### config.mk
export PLATFORM = sky130hd
export DESIGN_NAME = overclock_guard
export DESIGN_NICKNAME = d
export VERILOG_FILES = /design/src/rtl/ovg_pkg.sv /design/src/rtl/ovg_tick_gen.sv /design/src/rtl/ovg_unit_counter.sv /design/src/rtl/ovg_pulse_gen.sv /design/src/rtl/ovg_code_select.sv /design/src/rtl/overclock_guard.sv
export SDC_FILE = /design/constraint.sdc
export NUM_CORES = 1
export LEC_CHECK = 0
export ABC_AREA = 1
export BUFFER_PORTS_ARGS = -buffer_cell sky130_fd_sc_hd__buf_2
export CAP_MARGIN = 5
export CORE_ASPECT_RATIO = 0.75
export CORE_MARGIN = 2
export CORE_UTILIZATION = 50
export CTS_CLUSTER_SIZE = 40
export DETAILED_ROUTE_END_ITERATION = 10
export PLACE_DENSITY = 0.7
export SLEW_MARGIN = 20
export SYNTH_ARGS = -nofsm -noshare
export SYNTH_HDL_FRONTEND = slang
export SYNTH_HIERARCHICAL = 1
export SYNTH_SLANG_ARGS = --single-unit
### constraint.sdc
create_clock -name clk -period 2.42 [get_ports clk]
set_input_delay 0.484 -clock clk [delete_from_list [all_inputs] [get_ports clk]]
set_output_delay 0.484 -clock clk [all_outputs]
set_load 0.005 [all_outputs]
### src/rtl/ovg_pkg.sv
package ovg_pkg;

    localparam int CODE_W = 4;
    localparam int UNIT_W = 8;

    typedef logic [CODE_W-1:0] fcode_t;
    typedef logic [UNIT_W-1:0] units_t;

    typedef enum logic [1:0] {
        SRC_STRAP = 2'd0,
        SRC_REG   = 2'd1,
        SRC_SAFE  = 2'd2
    } code_src_e;

    typedef struct packed {
        logic   reload;
        units_t value;
    } reload_t;

    function automatic units_t eff_units(input units_t raw);
        return (raw == '0) ? units_t'(1) : raw;
    endfunction

    function automatic code_src_e pick_source(input logic alarm_q, input logic sel);
        if (alarm_q)  return SRC_SAFE;
        else if (sel) return SRC_REG;
        else          return SRC_STRAP;
    endfunction

endpackage

### src/rtl/ovg_tick_gen.sv
module ovg_tick_gen #(
    parameter int TICK_CYCLES = 1000
) (
    input  logic clk,
    input  logic rst,
    output logic tick
);
    localparam int CW = (TICK_CYCLES > 1) ? $clog2(TICK_CYCLES) : 1;
    localparam logic [CW-1:0] LAST = CW'(TICK_CYCLES - 1);

    logic [CW-1:0] phase;

    always_ff @(posedge clk) begin
        if (rst)               phase <= '0;
        else if (phase == LAST) phase <= '0;
        else                   phase <= phase + 1'b1;
    end

    assign tick = (phase == LAST);
endmodule

### src/rtl/ovg_unit_counter.sv
module ovg_unit_counter
    import ovg_pkg::*;
#(
    parameter int DEF_TIMEOUT = 8
) (
    input  logic   clk,
    input  logic   rst,
    input  logic   tick,
    input  logic   wd_enable,
    input  logic   kick,
    input  logic   timeout_wr,
    input  units_t timeout_din,
    input  logic   alarm_clr,
    output logic   alarm,
    output logic   fire
);
    units_t  to_q;
    units_t  remain;
    reload_t rl;

    // reload request and the value it loads; a write wins over a kick
    always_comb begin
        rl.reload = 1'b0;
        rl.value  = eff_units(to_q);
        if (timeout_wr) begin
            rl.reload = 1'b1;
            rl.value  = eff_units(timeout_din);
        end else if (kick || !wd_enable || alarm) begin
            rl.reload = 1'b1;
        end
    end

    assign fire = tick && !rl.reload && (remain == units_t'(1));

    always_ff @(posedge clk) begin
        if (rst) begin
            to_q   <= units_t'(DEF_TIMEOUT);
            remain <= eff_units(units_t'(DEF_TIMEOUT));
            alarm  <= 1'b0;
        end else begin
            if (timeout_wr) to_q <= timeout_din;

            if (rl.reload)  remain <= rl.value;
            else if (fire)  remain <= eff_units(to_q);
            else if (tick)  remain <= remain - 1'b1;

            if (fire)           alarm <= 1'b1;
            else if (alarm_clr) alarm <= 1'b0;
        end
    end
endmodule

### src/rtl/ovg_pulse_gen.sv
module ovg_pulse_gen #(
    parameter int PULSE_CYCLES = 3200
) (
    input  logic clk,
    input  logic rst,
    input  logic start,
    output logic pulse
);
    localparam int CW = (PULSE_CYCLES > 1) ? $clog2(PULSE_CYCLES) : 1;
    localparam logic [CW-1:0] LAST = CW'(PULSE_CYCLES - 1);

    logic          active;
    logic [CW-1:0] cnt;

    always_ff @(posedge clk) begin
        if (rst) begin
            active <= 1'b0;
            cnt    <= '0;
        end else if (active) begin
            if (cnt == LAST) begin
                active <= 1'b0;
                cnt    <= '0;
            end else begin
                cnt <= cnt + 1'b1;
            end
        end else if (start) begin
            active <= 1'b1;
            cnt    <= '0;
        end
    end

    assign pulse = active;
endmodule

### src/rtl/ovg_code_select.sv
module ovg_code_select
    import ovg_pkg::*;
#(
    parameter logic [3:0] SAFE_DEFAULT = 4'hF
) (
    input  logic   clk,
    input  logic   rst,
    input  logic   safe_wr,
    input  fcode_t safe_din,
    input  fcode_t strap_code,
    input  fcode_t reg_code,
    input  logic   src_sel,
    input  logic   alarm,
    output fcode_t safe_q,
    output fcode_t freq_code
);
    fcode_t    strap_q;
    code_src_e src;

    always_ff @(posedge clk) begin
        if (rst) begin
            strap_q <= strap_code;
            safe_q  <= fcode_t'(SAFE_DEFAULT);
        end else if (safe_wr) begin
            safe_q  <= safe_din;
        end
    end

    assign src = pick_source(alarm, src_sel);

    always_comb begin
        unique case (src)
            SRC_SAFE: freq_code = safe_q;
            SRC_REG:  freq_code = reg_code;
            default:  freq_code = strap_q;
        endcase
    end
endmodule

### src/rtl/overclock_guard.sv
module overclock_guard
    import ovg_pkg::*;
#(
    parameter int         TICK_CYCLES  = 1000,
    parameter int         PULSE_CYCLES = 3200,
    parameter int         DEF_TIMEOUT  = 8,
    parameter logic [3:0] SAFE_DEFAULT = 4'hF
) (
    input  logic       clk,
    input  logic       rst,
    input  logic       wd_enable,
    input  logic       kick,
    input  logic       timeout_wr,
    input  logic [7:0] timeout_din,
    input  logic       safe_wr,
    input  logic [3:0] safe_din,
    input  logic       alarm_clr,
    input  logic       src_sel,
    input  logic [3:0] strap_code,
    input  logic [3:0] reg_code,
    output logic [3:0] freq_code,
    output logic       alarm,
    output logic       sysrst_pull_low
);
    logic   tick;
    logic   fire;
    fcode_t safe_q;

    ovg_tick_gen #(.TICK_CYCLES(TICK_CYCLES)) u_tick (
        .clk  (clk),
        .rst  (rst),
        .tick (tick)
    );

    ovg_unit_counter #(.DEF_TIMEOUT(DEF_TIMEOUT)) u_cnt (
        .clk         (clk),
        .rst         (rst),
        .tick        (tick),
        .wd_enable   (wd_enable),
        .kick        (kick),
        .timeout_wr  (timeout_wr),
        .timeout_din (timeout_din),
        .alarm_clr   (alarm_clr),
        .alarm       (alarm),
        .fire        (fire)
    );

    ovg_pulse_gen #(.PULSE_CYCLES(PULSE_CYCLES)) u_pulse (
        .clk   (clk),
        .rst   (rst),
        .start (fire),
        .pulse (sysrst_pull_low)
    );

    ovg_code_select #(.SAFE_DEFAULT(SAFE_DEFAULT)) u_sel (
        .clk        (clk),
        .rst        (rst),
        .safe_wr    (safe_wr),
        .safe_din   (safe_din),
        .strap_code (strap_code),
        .reg_code   (reg_code),
        .src_sel    (src_sel),
        .alarm      (alarm),
        .safe_q     (safe_q),
        .freq_code  (freq_code)
    );
endmodule

==> flow_summary_export.csv <==
group,metric,value,unit
clocking,clockRootBuffer,"clkbuf_8",
grt,grt.total_usage,18.9,%
grt,grt_pass1_vias,1971,
clocking,post_cts_buffers,0,
pwr,power_density,502,nW/um^2
timing,finClkSkew,0.00438,ns
synth,synthSimpleGateAreaFrac,40.9,%
detailed_routing,dr.pass1.iters,4,
placement,portBuffers,33,
synth,synthCells,391,
floorplan,die_area,5980,sq um
critical_path,r2r-start,"u_tick/phase[0]",
grt,grt_pass1_wl,8890,microns
synth,synth_nets,423,
grt,grt_max_degree,24,
timing,fmaxAchievable,484,MHz
floorplan,io_pins,34,
synth,yosysUniqueCellTypes,34,
min_path,holdPathStages,1,
pwr,p_leak,1.38,nW
final_layout,finish.utilization,57.1,%
final_layout,drive_gt1_share,17.1,%
pwr,switchingPower,0.392,mW
synth,post_synth_xor_area_fraction,1.96,%
floorplan,core_area,5270,sq um
synth,synth_top_family_by_area,"simple AND/OR/NAND/NOR gates",
final_layout,final_cell_mix,"nand2_1 (107), inv_1 (54), dfxtp_1 (44), nand3_1 (43), nor2_1 (36)",
synth,ys_warn_count,6,
clocking,clk_pin_slew,0.08,ns
critical_path,cpMaxStageDelayCell,"dfxtp_1",
placement,gp_congestion,0.844,
timing,worst_pin_slew,0.555,ns
synth,synth.top_cells.by_area,"dfxtp_1 (33%), nand2_1 (15%), nand3_1 (8.0%)",
pwr,pwr-share-comb,13.2,%
critical_path,start_kind,"flip-flop",
final_layout,regArea,1000,sq um
critical_path,slowest_delay,0.38,ns
run_status,status,"finished, final reports clean",
timing,timing.slew.headroom,63.0,%
grt,overflow,0,
critical_path,rr_endpoint,"u_pulse/cnt[10]",
floorplan,rows,23,
pwr,clockPowerShare,29.9,%
pwr,seq_power_share,56.8,%
critical_path,crit_path_end_kind,"flip-flop",
synth,netlist.area_leader.share,32.8,%
critical_path,cpMostUsedCell,"nor2_1",
timing,fin_ws,0.354,ns
detailed_routing,ant_nets,0,
clocking,clkLatencyLatePin,0.29,ns
timing,rsz0062_at_grt,"no",
final_layout,final_common_cell,"nand2_1",
clocking,cts_resized,0,
clocking,cts_inserted_buffers,5,
floorplan,die_y,67.5,microns
final_layout,final_cells,503,
final_layout,diodes,0,
detailed_routing,finalWirelength,5350,microns
critical_path,setup.worst_path.end,"u_pulse/cnt[10]",
timing,slew_violations,0,
pwr,peakVddDrop,0.253,mV
final_layout,fillers,522,
detailed_routing,viasPerCell,4.82,
detailed_routing,drt-initial-drc-count,170,
timing,fin_crit,2.07,ns
critical_path,rrSetupSlack,0.35,ns
timing,setup_tns,0,ns
clocking,cts_max_path_buffers,2,
synth,yosysTopAreaCell,"dfxtp_1",
synth,muxShareOfSynthArea,0,%
final_layout,nets,459,
critical_path,path_cells,"ha_1 -> inv_1 -> nor2_1 -> nand3_1 -> inv_1 -> nand3_4 -> nor2_1 -> nor2_2 -> nor3_1 -> nand3_1 -> nand2_1 -> nor2_1",
placement,dp.cells,495,
pwr,switching_share,25.9,%
critical_path,r2r_cells,12,
min_path,hp-class,"in -> reg",
synth,ys_ff_latch,48,
placement,dpl.hpwl,4070,microns
flow_run,cap_violations,0,
synth,ys_seq_area_share,37.2,%
clocking,h-tree-depth,2,
timing,fin_crit_sh,85.4,%
floorplan,initial_core_util,51.0,%
critical_path,critical_path_class,"reg -> reg",
synth,synth_compound_area_share,9.03,%
clocking,clock_sinks,48,
timing,final-hold-violation-count,0,
critical_path,critPathMaxFanout,13,
synth,synthAdderAreaFrac,1.86,%
floorplan,die_w,88.7,microns
synth,synth_area,2690,sq um
clocking,cts_tree,"built",
critical_path,worstPathArrival,2.25,ns
pwr,internal_power,1.12,mW
final_layout,multi_input_area,1450,sq um
critical_path,crit_start,"u_tick/phase[0]",
grt,antenna_found_initial,0,
timing,setup_viol_count_final,0,
clocking,cts_hold_buf,0,
placement,pre_cts_ws,0.352,ns
synth,syn_area_per_cell,6.87,sq um
final_layout,syn2layout_area_growth,12.0,%
detailed_routing,vias,2424,
detailed_routing,drc_errors,0,
detailed_routing,wl_per_cell,10.6,microns
critical_path,cp.required,2.61,ns
[synth_stat cells]
cell	count
a211oi_1	1
a21oi_1	26
a21oi_2	1
buf_4	2
clkbuf_1	3
clkinv_2	1
dfxtp_1	44
edfxtp_1	4
ha_1	4
inv_1	54
inv_2	2
nand2_1	107
nand2_2	7
nand2_4	4
nand3_1	43
nand3_2	1
nand3_4	1
nand3b_1	4
nand4_1	3
nor2_1	36
nor2_2	7
nor2_4	6
nor2_8	1
nor3_1	4
o211ai_1	2
o21a_1	6
o21ai_0	2
o21ai_1	2
o21ai_2	1
o21bai_1	1
or2_0	4
or2_2	1
xnor2_1	4
xor2_1	2
[layer usage]
metal / routed length (microns) / global-route usage (%)
met1: 2810 / 28.7
met2: 2220 / 27.8
met3: 291 / 4.52
met4: 21 / 2.65
met5: 0 / 0
[power by group through the flow]
stage               Clock (mW)  Sequential, mW  Combinational (mW)
finish                   0.453           0.859               0.200
global route             0.509           0.864               0.229
CTS                      0.474           0.859               0.200
detailed placement           0           0.878               0.199
global placement             0           0.878               0.197
floorplan                    0           0.872               0.142
[worst min path at each step]
| stage | end | from | slack (ns) |
|---|---|---|---|
| finish | u_sel/strap_q[0] | strap_code[0] | 0.36 |
| global route | u_sel/strap_q[3] | strap_code[3] | 0.35 |
| CTS | u_sel/strap_q[0] | strap_code[0] | 0.36 |
| detailed placement | u_tick/phase[0] | u_tick/phase[0] | 0.45 |
| global placement | u_tick/phase[0] | u_tick/phase[0] | 0.44 |
| floorplan | u_sel/safe_q[0] | u_sel/safe_q[0] | 0.43 |
[sequential cells by signal, summed over array words and instances (netlist names)]
| register | flops |
|---|---|
| u_cnt/to_q | 8 |
| u_cnt/remain | 8 |
| u_pulse/pulse | 1 |
| u_sel/safe_q | 4 |
| u_cnt/alarm | 1 |
| u_pulse/cnt | 12 |
| u_tick/phase | 10 |
| u_sel/strap_q | 4 |
[area by class of cell]
type                            count  area share (%)
Clock buffer                        7            2.54
Clock inverter                      1           0.166
Inverter                           57            7.15
Multi-Input combinational cell    281            48.0
Sequential cell                    48            33.3
Tap cell                           75            3.12
Timing Repair Buffer               34            5.74
[metrics by stage]
step	power (mW)	hold slack, ns	cell area, sq um
final	1.51	0.365	3010
after global routing	1.60	0.354	3010
after CTS	1.53	0.355	3010
after detailed placement	1.08	0.448	2930
after global placement	1.07	0.444	2930
after floorplan	1.01	0.429	2690
[worst max-delay path, delay by kind of cell (launching register included)]
kind / cells / cell delay (ns)
adder cells (fa/ha/maj): 1 / 0.22
buffers and inverters: 2 / 0.27
flip-flops: 1 / 0.38
AND/OR/NAND/NOR: 9 / 1.08
[cells by family (layout without fill, tap and decap cells)]
family                     after synthesis  after routing
and+or+nand+nor                        229            229
buffers and inverters                   62             99
DFF                                     48             48
AOI/OAI and AO/OA                       42             42
xor gates and xnor gates                 6              6
adders and majority gates                4              4
Power figures use the tool's default switching activity.
